===== config.mk =====
export PLATFORM = sky130hd
export DESIGN_NAME = peasant_mult
export DESIGN_NICKNAME = d
export VERILOG_FILES = /design/src/rtl/pm_pkg.sv /design/src/rtl/pm_pp_gen.sv /design/src/rtl/pm_csa_tree.sv /design/src/rtl/pm_prefix_adder.sv /design/src/rtl/peasant_mult.sv
export SDC_FILE = /design/constraint.sdc
export NUM_CORES = 1
export LEC_CHECK = 0
export BUFFER_PORTS_ARGS = -buffer_cell sky130_fd_sc_hd__buf_2
export CELL_PAD_IN_SITES_DETAIL_PLACEMENT = 1
export CELL_PAD_IN_SITES_GLOBAL_PLACEMENT = 1
export CORE_MARGIN = 4
export CORE_UTILIZATION = 44
export CTS_CLUSTER_SIZE = 12
export DETAILED_ROUTE_END_ITERATION = 8
export PLACE_DENSITY = 0.82
export SETUP_SLACK_MARGIN = 0.4
export SLEW_MARGIN = 20
export SYNTH_ARGS = -nofsm -noshare
export SYNTH_HDL_FRONTEND = slang
export SYNTH_HIERARCHICAL = 1
export SYNTH_SLANG_ARGS = --single-unit

===== constraint.sdc =====
create_clock -name clk -period 4.6 [get_ports clk]
set_input_delay 0.69 -clock clk [delete_from_list [all_inputs] [get_ports clk]]
set_output_delay 0.69 -clock clk [all_outputs]
set_load 0.02 [all_outputs]

===== src/rtl/pm_pkg.sv =====
package pm_pkg;

  // Rows left after one 3:2 compression level applied to n rows.
  function automatic int pm_next_rows(input int n);
    return 2 * (n / 3) + (n % 3);
  endfunction

  // Rows present at the input of compression level lvl.
  function automatic int pm_rows_at(input int n, input int lvl);
    int r;
    r = n;
    for (int i = 0; i < lvl; i++) r = pm_next_rows(r);
    return r;
  endfunction

  // Number of 3:2 levels needed to bring n rows down to two.
  function automatic int pm_csa_levels(input int n);
    int r;
    int c;
    r = n;
    c = 0;
    while (r > 2) begin
      r = pm_next_rows(r);
      c++;
    end
    return c;
  endfunction

endpackage


===== src/rtl/pm_pp_gen.sv =====
module pm_pp_gen #(
  parameter int WIDTH = 8,
  localparam int PW = 2 * WIDTH
) (
  input  logic [WIDTH-1:0]           mcand,
  input  logic [WIDTH-1:0]           mplier,
  output logic [WIDTH-1:0][PW-1:0]   pp
);

  // Doubling chain and halving chain, one stage per multiplier bit.
  logic [WIDTH-1:0][PW-1:0]    dbl;
  logic [WIDTH-1:0][WIDTH-1:0] hlf;

  assign dbl[0] = {{WIDTH{1'b0}}, mcand};
  assign hlf[0] = mplier;

  generate
    for (genvar i = 1; i < WIDTH; i++) begin : g_chain
      assign dbl[i] = {dbl[i-1][PW-2:0], 1'b0};
      assign hlf[i] = {1'b0, hlf[i-1][WIDTH-1:1]};
    end

    for (genvar i = 0; i < WIDTH; i++) begin : g_sel
      // The halved multiplier's lowest bit steers the 2:1 selector.
      assign pp[i] = hlf[i][0] ? dbl[i] : '0;
    end
  endgenerate

endmodule


===== src/rtl/pm_csa_tree.sv =====
module pm_csa_tree
  import pm_pkg::*;
#(
  parameter int ROWS = 8,
  parameter int PW   = 16
) (
  input  logic [ROWS-1:0][PW-1:0] rows_in,
  output logic [PW-1:0]           sum_row,
  output logic [PW-1:0]           carry_row
);

  localparam int LEVELS = pm_csa_levels(ROWS);

  logic [PW-1:0] lvl [LEVELS+1][ROWS];

  generate
    for (genvar j = 0; j < ROWS; j++) begin : g_in
      assign lvl[0][j] = rows_in[j];
    end

    for (genvar l = 0; l < LEVELS; l++) begin : g_lvl
      localparam int NIN  = pm_rows_at(ROWS, l);
      localparam int GRP  = NIN / 3;
      localparam int NOUT = pm_next_rows(NIN);
      for (genvar j = 0; j < ROWS; j++) begin : g_row
        if (j < 2 * GRP) begin : g_csa
          localparam int K = j / 2;
          if (j % 2 == 0) begin : g_sum
            assign lvl[l+1][j] = lvl[l][3*K] ^ lvl[l][3*K+1] ^ lvl[l][3*K+2];
          end else begin : g_cy
            // The top bit shifted out is always zero, because the total stays below 2^PW.
            assign lvl[l+1][j] = ((lvl[l][3*K] & lvl[l][3*K+1]) |
                                  (lvl[l][3*K] & lvl[l][3*K+2]) |
                                  (lvl[l][3*K+1] & lvl[l][3*K+2])) << 1;
          end
        end else if (j < NOUT) begin : g_pass
          assign lvl[l+1][j] = lvl[l][3*GRP + (j - 2*GRP)];
        end else begin : g_idle
          assign lvl[l+1][j] = '0;
        end
      end
    end
  endgenerate

  assign sum_row   = lvl[LEVELS][0];
  assign carry_row = lvl[LEVELS][1];

endmodule


===== src/rtl/pm_prefix_adder.sv =====
module pm_prefix_adder #(
  parameter int W = 16,
  localparam int LOG = (W > 1) ? $clog2(W) : 1
) (
  input  logic [W-1:0] in_x,
  input  logic [W-1:0] in_y,
  output logic [W-1:0] sum
);

  logic [W-1:0] gen [LOG+1];
  logic [W-1:0] prp [LOG+1];

  assign gen[0] = in_x & in_y;
  assign prp[0] = in_x ^ in_y;

  generate
    for (genvar s = 0; s < LOG; s++) begin : g_stage
      for (genvar i = 0; i < W; i++) begin : g_bit
        if (((i >> s) & 1) == 1) begin : g_merge
          // Each node merges with the last bit of the block just below it.
          localparam int SRC = ((i >> s) << s) - 1;
          assign gen[s+1][i] = gen[s][i] | (prp[s][i] & gen[s][SRC]);
          assign prp[s+1][i] = prp[s][i] & prp[s][SRC];
        end else begin : g_keep
          assign gen[s+1][i] = gen[s][i];
          assign prp[s+1][i] = prp[s][i];
        end
      end
    end
  endgenerate

  assign sum = prp[0] ^ {gen[LOG][W-2:0], 1'b0};

endmodule


===== src/rtl/peasant_mult.sv =====
module peasant_mult #(
  parameter int WIDTH   = 8,
  parameter bit OUT_REG = 1'b1,
  localparam int PW = 2 * WIDTH
) (
  input  logic             clk,
  input  logic             rst,
  input  logic [WIDTH-1:0] op_a,
  input  logic [WIDTH-1:0] op_b,
  output logic [PW-1:0]    product
);

  logic [WIDTH-1:0][PW-1:0] pp;
  logic [PW-1:0]            row_s;
  logic [PW-1:0]            row_c;
  logic [PW-1:0]            prod_c;

  pm_pp_gen #(.WIDTH(WIDTH)) u_pp (
    .mcand  (op_a),
    .mplier (op_b),
    .pp     (pp)
  );

  pm_csa_tree #(.ROWS(WIDTH), .PW(PW)) u_tree (
    .rows_in   (pp),
    .sum_row   (row_s),
    .carry_row (row_c)
  );

  pm_prefix_adder #(.W(PW)) u_add (
    .in_x (row_s),
    .in_y (row_c),
    .sum  (prod_c)
  );

  generate
    if (OUT_REG) begin : g_reg
      logic [PW-1:0] prod_q;
      always_ff @(posedge clk) begin
        if (rst) prod_q <= '0;
        else     prod_q <= prod_c;
      end
      assign product = prod_q;
    end else begin : g_comb
      assign product = prod_c;
    end
  endgenerate

endmodule


== Word-level counts from Yosys, hierarchy flattened ==
Cells that the tools add are included.
Widths: inputs -> output; s select.
Word-level totals
  word-level logic and storage cells: 124
  bits of input ports: 18
  bits in registers: 16
  output and inout bits: 16
Operators by class
  multiplexer cells: 8
  bitwise operators: 115
Operator list (number)
  $and 15x15->15: 11
  $or 15x15->15: 10
  $xor 16x16->16: 8
  $and 1x1->1: 42
  $or 1x1->1: 28
  $xor 16x14->16: 1
  $xor 16x15->16: 1
  $and 14x15->15: 1
  $and 15x14->15: 1
  $mux 15: 1
  $or 15x10->15: 1
  $or 15x13->15: 1
  $mux 14: 1
  $and 11x13->13: 1
  $and 12x13->13: 1
  $mux 13: 1
  $xor 12x13->13: 1
  $and 11x12->12: 1
  $mux 12: 1
  $xor 11x12->12: 1
  $mux 11: 1
  $and 8x10->10: 1
  $and 9x10->10: 1
  $mux 10: 1
  other kinds (5): 5

== Logic depth before layout (Yosys ltp) ==
  depth in word-level cells: 23
  gate-level depth with buffers: 16

== Hierarchy ==
Netlist, hierarchy kept.
By module, submodules not included
  pm_csa_tree: cells each 216, times used 1, sequential area each 0.0 um2, area each 2337.2 um2
  pm_pp_gen: cells each 129, times used 1, sequential area each 0.0 um2, area each 884.6 um2
  pm_prefix_adder: cells each 73, times used 1, sequential area each 0.0 um2, area each 618.1 um2
  peasant_mult: cells each 33, times used 1, sequential area each 320.3 um2, area each 464.2 um2

== Least setup slack after synthesis ==
Ideal clock, no wire load.
  kind: input to register
  start point: input port op_b[3]
  end point: register g_reg.prod_q[13], in the netlist product[13]
  setup slack: 94 ps
  stages on the path: 15
  library setup time: 116 ps
  data required time: 4484 ps
  arrival time: 4390 ps
  buffers on the path: 0
  cells stage by stage: and2_1 > fa_1 > fa_1 > inv_1 > fa_1 > inv_1 > fa_1 > ha_1 > a21oi_2 > nor2b_1 > a311o_1 > o211ai_1 > nand3b_1 > xor2_1 > and2b_2
Between the ends
  elaborated cells on any way between the ends: 65
  those cells by class: mux (1); bitwise (64)
RTL lines
  from (decl): line peasant_mult.sv:9  | input logic [WIDTH-1:0] op_b,
  $mux 11 *: line pm_pp_gen.sv:25  | assign pp[i] = hlf[i][0] ? dbl[i] : '0;
  $xor 11x12->12, or another cell as far along: line pm_csa_tree.sv:29  | assign lvl[l+1][j] = lvl[l][3*K] ^ lvl[l][3*K+1] ^ lvl[l][3*K+2];
  $xor 12x13->13 / $or 15x15->15 (equally long branches): line pm_csa_tree.sv:29, pm_csa_tree.sv:32
  $and 15x15->15 / $or 15x13->15 (equally long branches): line pm_csa_tree.sv:33  | (lvl[l][3*K] & lvl[l][3*K+2]) |
  $or 15x15->15 / $xor 16x14->16 (equally long branches): line pm_csa_tree.sv:32, pm_csa_tree.sv:29
  $or 15x15->15 / $xor 16x15->16 (equally long branches): line pm_csa_tree.sv:33, pm_csa_tree.sv:29
  $and 15x15->15 (on tied branches): line pm_csa_tree.sv:32, pm_csa_tree.sv:33
  $or 15x15->15: line pm_csa_tree.sv:32  | assign lvl[l+1][j] = ((lvl[l][3*K] & lvl[l][3*K+1]) |
  (+3 left out)
  net row_s[7]: line peasant_mult.sv:14  | logic [PW-1:0] row_s;
  (+1 left out)
  $and 1x1->1 (on tied branches): line pm_prefix_adder.sv:22, pm_prefix_adder.sv:23
  $or 1x1->1, or another cell as far along: line pm_prefix_adder.sv:22  | assign gen[s+1][i] = gen[s][i] | (prp[s][i] & gen[s][SRC]);
  $or 1x1->1 / $and 1x1->1 (equally long branches): line pm_prefix_adder.sv:22
  $or 1x1->1 *: line pm_prefix_adder.sv:22
  $and 1x1->1 *: line pm_prefix_adder.sv:22
  $or 1x1->1 *: line pm_prefix_adder.sv:22
  $xor 16x16->16 *: line pm_prefix_adder.sv:32  | assign sum = prp[0] ^ {gen[LOG][W-2:0], 1'b0};
  net prod_c[13]: line peasant_mult.sv:16  | logic [PW-1:0] prod_c;
  to (signal assigned): line peasant_mult.sv:41  | else prod_q <= prod_c;
  to (decl): line peasant_mult.sv:38  | logic [PW-1:0] prod_q;
The timed path passes the listed nets; every way through them passes the cells marked *.
A chain may end at the register's enable or synchronous reset.

==> results.yml <==
outcome:
  status: "finished clean"
clock_network:
  cts_tree: "done"
  htree_num_levels: 1
  numCtsBuffers: 3
  clockBufferDepth: 2
  clk_pin_slew_ps: 60
  cts.sinks: 16
  cts_root_buffer: "clkbuf_8"
  ctsHoldBuffers: 0
global_routing:
  overflow: 0
  first_global_vias: 3376
  grt_max_degree: 17
  grt_pass1_wl_mm: 14.9
  antenna_found_initial: 0
  grt.total_usage_pct: 16.3
synthesis:
  syn_inst: 451
  synth_compound_area_share_pct: 3.46
  ys_warn_count: 6
  synthDistinctLibCells: 33
  synth_top_family_by_area: "adder cells"
  synth_flop_cell: "dfxtp_1"
  ys_ff_latch: 16
  synth-xor-area-share_pct: 5.00
  syn_area_sq_mm: 0.00430
  yosys.area.top_type: "fa_1"
  synthMuxAreaShare_pct: 0
  synthAdderAreaFrac_pct: 46.8
  synthTopCellsByArea: "fa_1, buf_4, inv_1"
  synth-simple-area-share_pct: 15.0
  synth-edff-count: 0
  synth_area_per_cell_sq_um: 9.54
  ys_async_sr_fraction_pct: 0
  yosysSeqAreaShare_pct: 7.44
  synth_top_cell_area_share_pct: 41.9
cells_and_area:
  multi_input_area_sq_mm: 0.00343
  synthToLayoutAreaGrowth_pct: 13.3
  drive_gt1_share_pct: 24.8
  layout_commonest_cell: "inv_1"
  final_cell_mix: "inv_1, fa_1, conb_1"
  fillerInstances: 1127
  nets: 642
  antenna_cells: 0
  finish.instance_area_sq_mm: 0.00487
  regArea_sq_um: 320
  largest_register_ffs: 16
critical_path:
  cp-end-kind: "flip-flop"
  critPathLaunchType: "input pin"
  cp.arrival_ps: 4630
  critPathMaxFanout: 7
  crit_buf_inv: 3
  cpMaxStageDelayCell: "fa_1"
  cp_top_family: "adder cells"
  criticalPathCategory: "in -> reg"
  critPathMaxStageDelay_ps: 570
  path_cells: "buf_4 -> and2_4 -> fa_1 -> fa_1 -> inv_2 -> fa_1 -> inv_2 -> fa_1 -> ha_4 -> a21oi_4 -> nor2b_4 -> a311o_1 -> o211ai_1 -> nand3b_1 -> xor2_1 -> and2b_2"
  required_ps: 4740
  cpMostUsedCell: "fa_1"
power:
  power.density_mw_per_mm2: 648
  peakVddDrop_uv: 297
  leakage_nw: 2.47
floorplan:
  initial_core_util_pct: 45.9
  fp-row-count: 35
  die_h_um: 107
  core-area_sq_mm: 0.00937
  die-area_sq_mm: 0.0114
  pin_count: 34
  die_w_um: 107
drt:
  drc: 0
  vias: 2751
  drt_iter0_markers: 41
  totalWireLength_mm: 8.33
  antenna_left: 0
  first_pass_iters: 4
  viasPerCell: 4.27
  avgRoutedWirePerCell_um: 12.9
sta:
  rsz0062_at_grt: "true"
  fmax_ghz: 0.223
  slew_viol_final: 0
  layout_worst_path_cycle_share_pct: 97.5
  finalHoldViolCount: 0
  fin_crit_ps: 4490
  setup_violations: 0
  final.setup.worst_slack_ps: 113
placed_design:
  hpwl_mm: 7.56
  port_buffers: 33
  gp_congestion: 0.763
  place_area_sq_mm: 0.00463
  pre_cts_ws_ps: -279
flow_run:
  max_cap_viol_count: 0
min_path:
  min-delay-path-class: "in -> reg"
-- final timing paths --
kind,slack [ps],startpoint,cells past startpoint,end
setup / recovery,110,op_b[5],16,product[13]$_SDFF_PP0_
hold / removal,820,rst,2,product[7]$_SDFF_PP0_
-- cells in the mapped netlist, types with 2 or more instances --
cell,number
xnor2_1,10
nor2b_1,6
nor2_1,4
xor2_1,5
inv_1,119
fa_1,90
nand3_1,2
and2_1,65
buf_4,66
nand4_1,2
conb_1,2
a21o_1,3
o21ai_0,3
and2b_2,6
a21oi_2,3
nor2b_2,7
dfxtp_1,16
a21oi_1,5
ha_1,17
xnor3_1,3
nand2_1,5
-- area by class of cell --
type	count	share of cell area, %
timing repair buffer	64	9.42
clock buffer	4	1.13
tap	129	3.31
inverter	119	9.16
multi-input combinational	313	70.4
sequential	16	6.57
-- per-layer routing --
| metal | vias up | track usage (%) | routed length [um] |
|---|---|---|---|
| li1 | 1288 | - | - |
| met3 | 14 | 1.08 | 73 |
| met4 | 0 | 3.38 | 129 |
| met1 | 1429 | 16.4 | 2820 |
| met2 | 20 | 35.4 | 5300 |
| met5 | - | 0 | 0 |
-- kinds of logic (layout without fill, tap and decap cells) --
family / count (synthesis) / after routing
DFF: 16 / 16
xor gates and xnor gates: 19 / 19
AOI/OAI and AO/OA: 20 / 20
other: 2 / 66
adders and majority gates: 107 / 107
and+or+nand+nor: 101 / 101
buffers and inverters: 186 / 187
-- stage by stage --
step                total power [mW]  hold WS (ps)  TNS (ps)  instances  utilization, %
floorplan                       2.13           898         0        515               -
global placement                2.63          1060      -238        637            49.4
detailed placement              2.74          1080      -810        637            49.4
CTS                             3.09           822         0        643            51.7
global route                    3.55           856     -54.8        645            52.0
finish                          3.16           823         0        645            52.0
-- power breakdown --
part	internal (mW)	leakage, nW	switching (mW)
clock network	0.0759	0.0288	0.0479
registers	0.211	0.133	0.0157
logic	1.46	2.31	1.34
-- what timing repair did --
| item | 4_1_cts | 5_1_grt |
|---|---|---|
| resized for setup | 46 | 9 |
| pin swaps | 24 | 24 |
| buffers inserted | 2 | 2 |
| setup endpoints to repair | 8 | 8 |
Note: power is estimated with default switching activity, not from simulation.
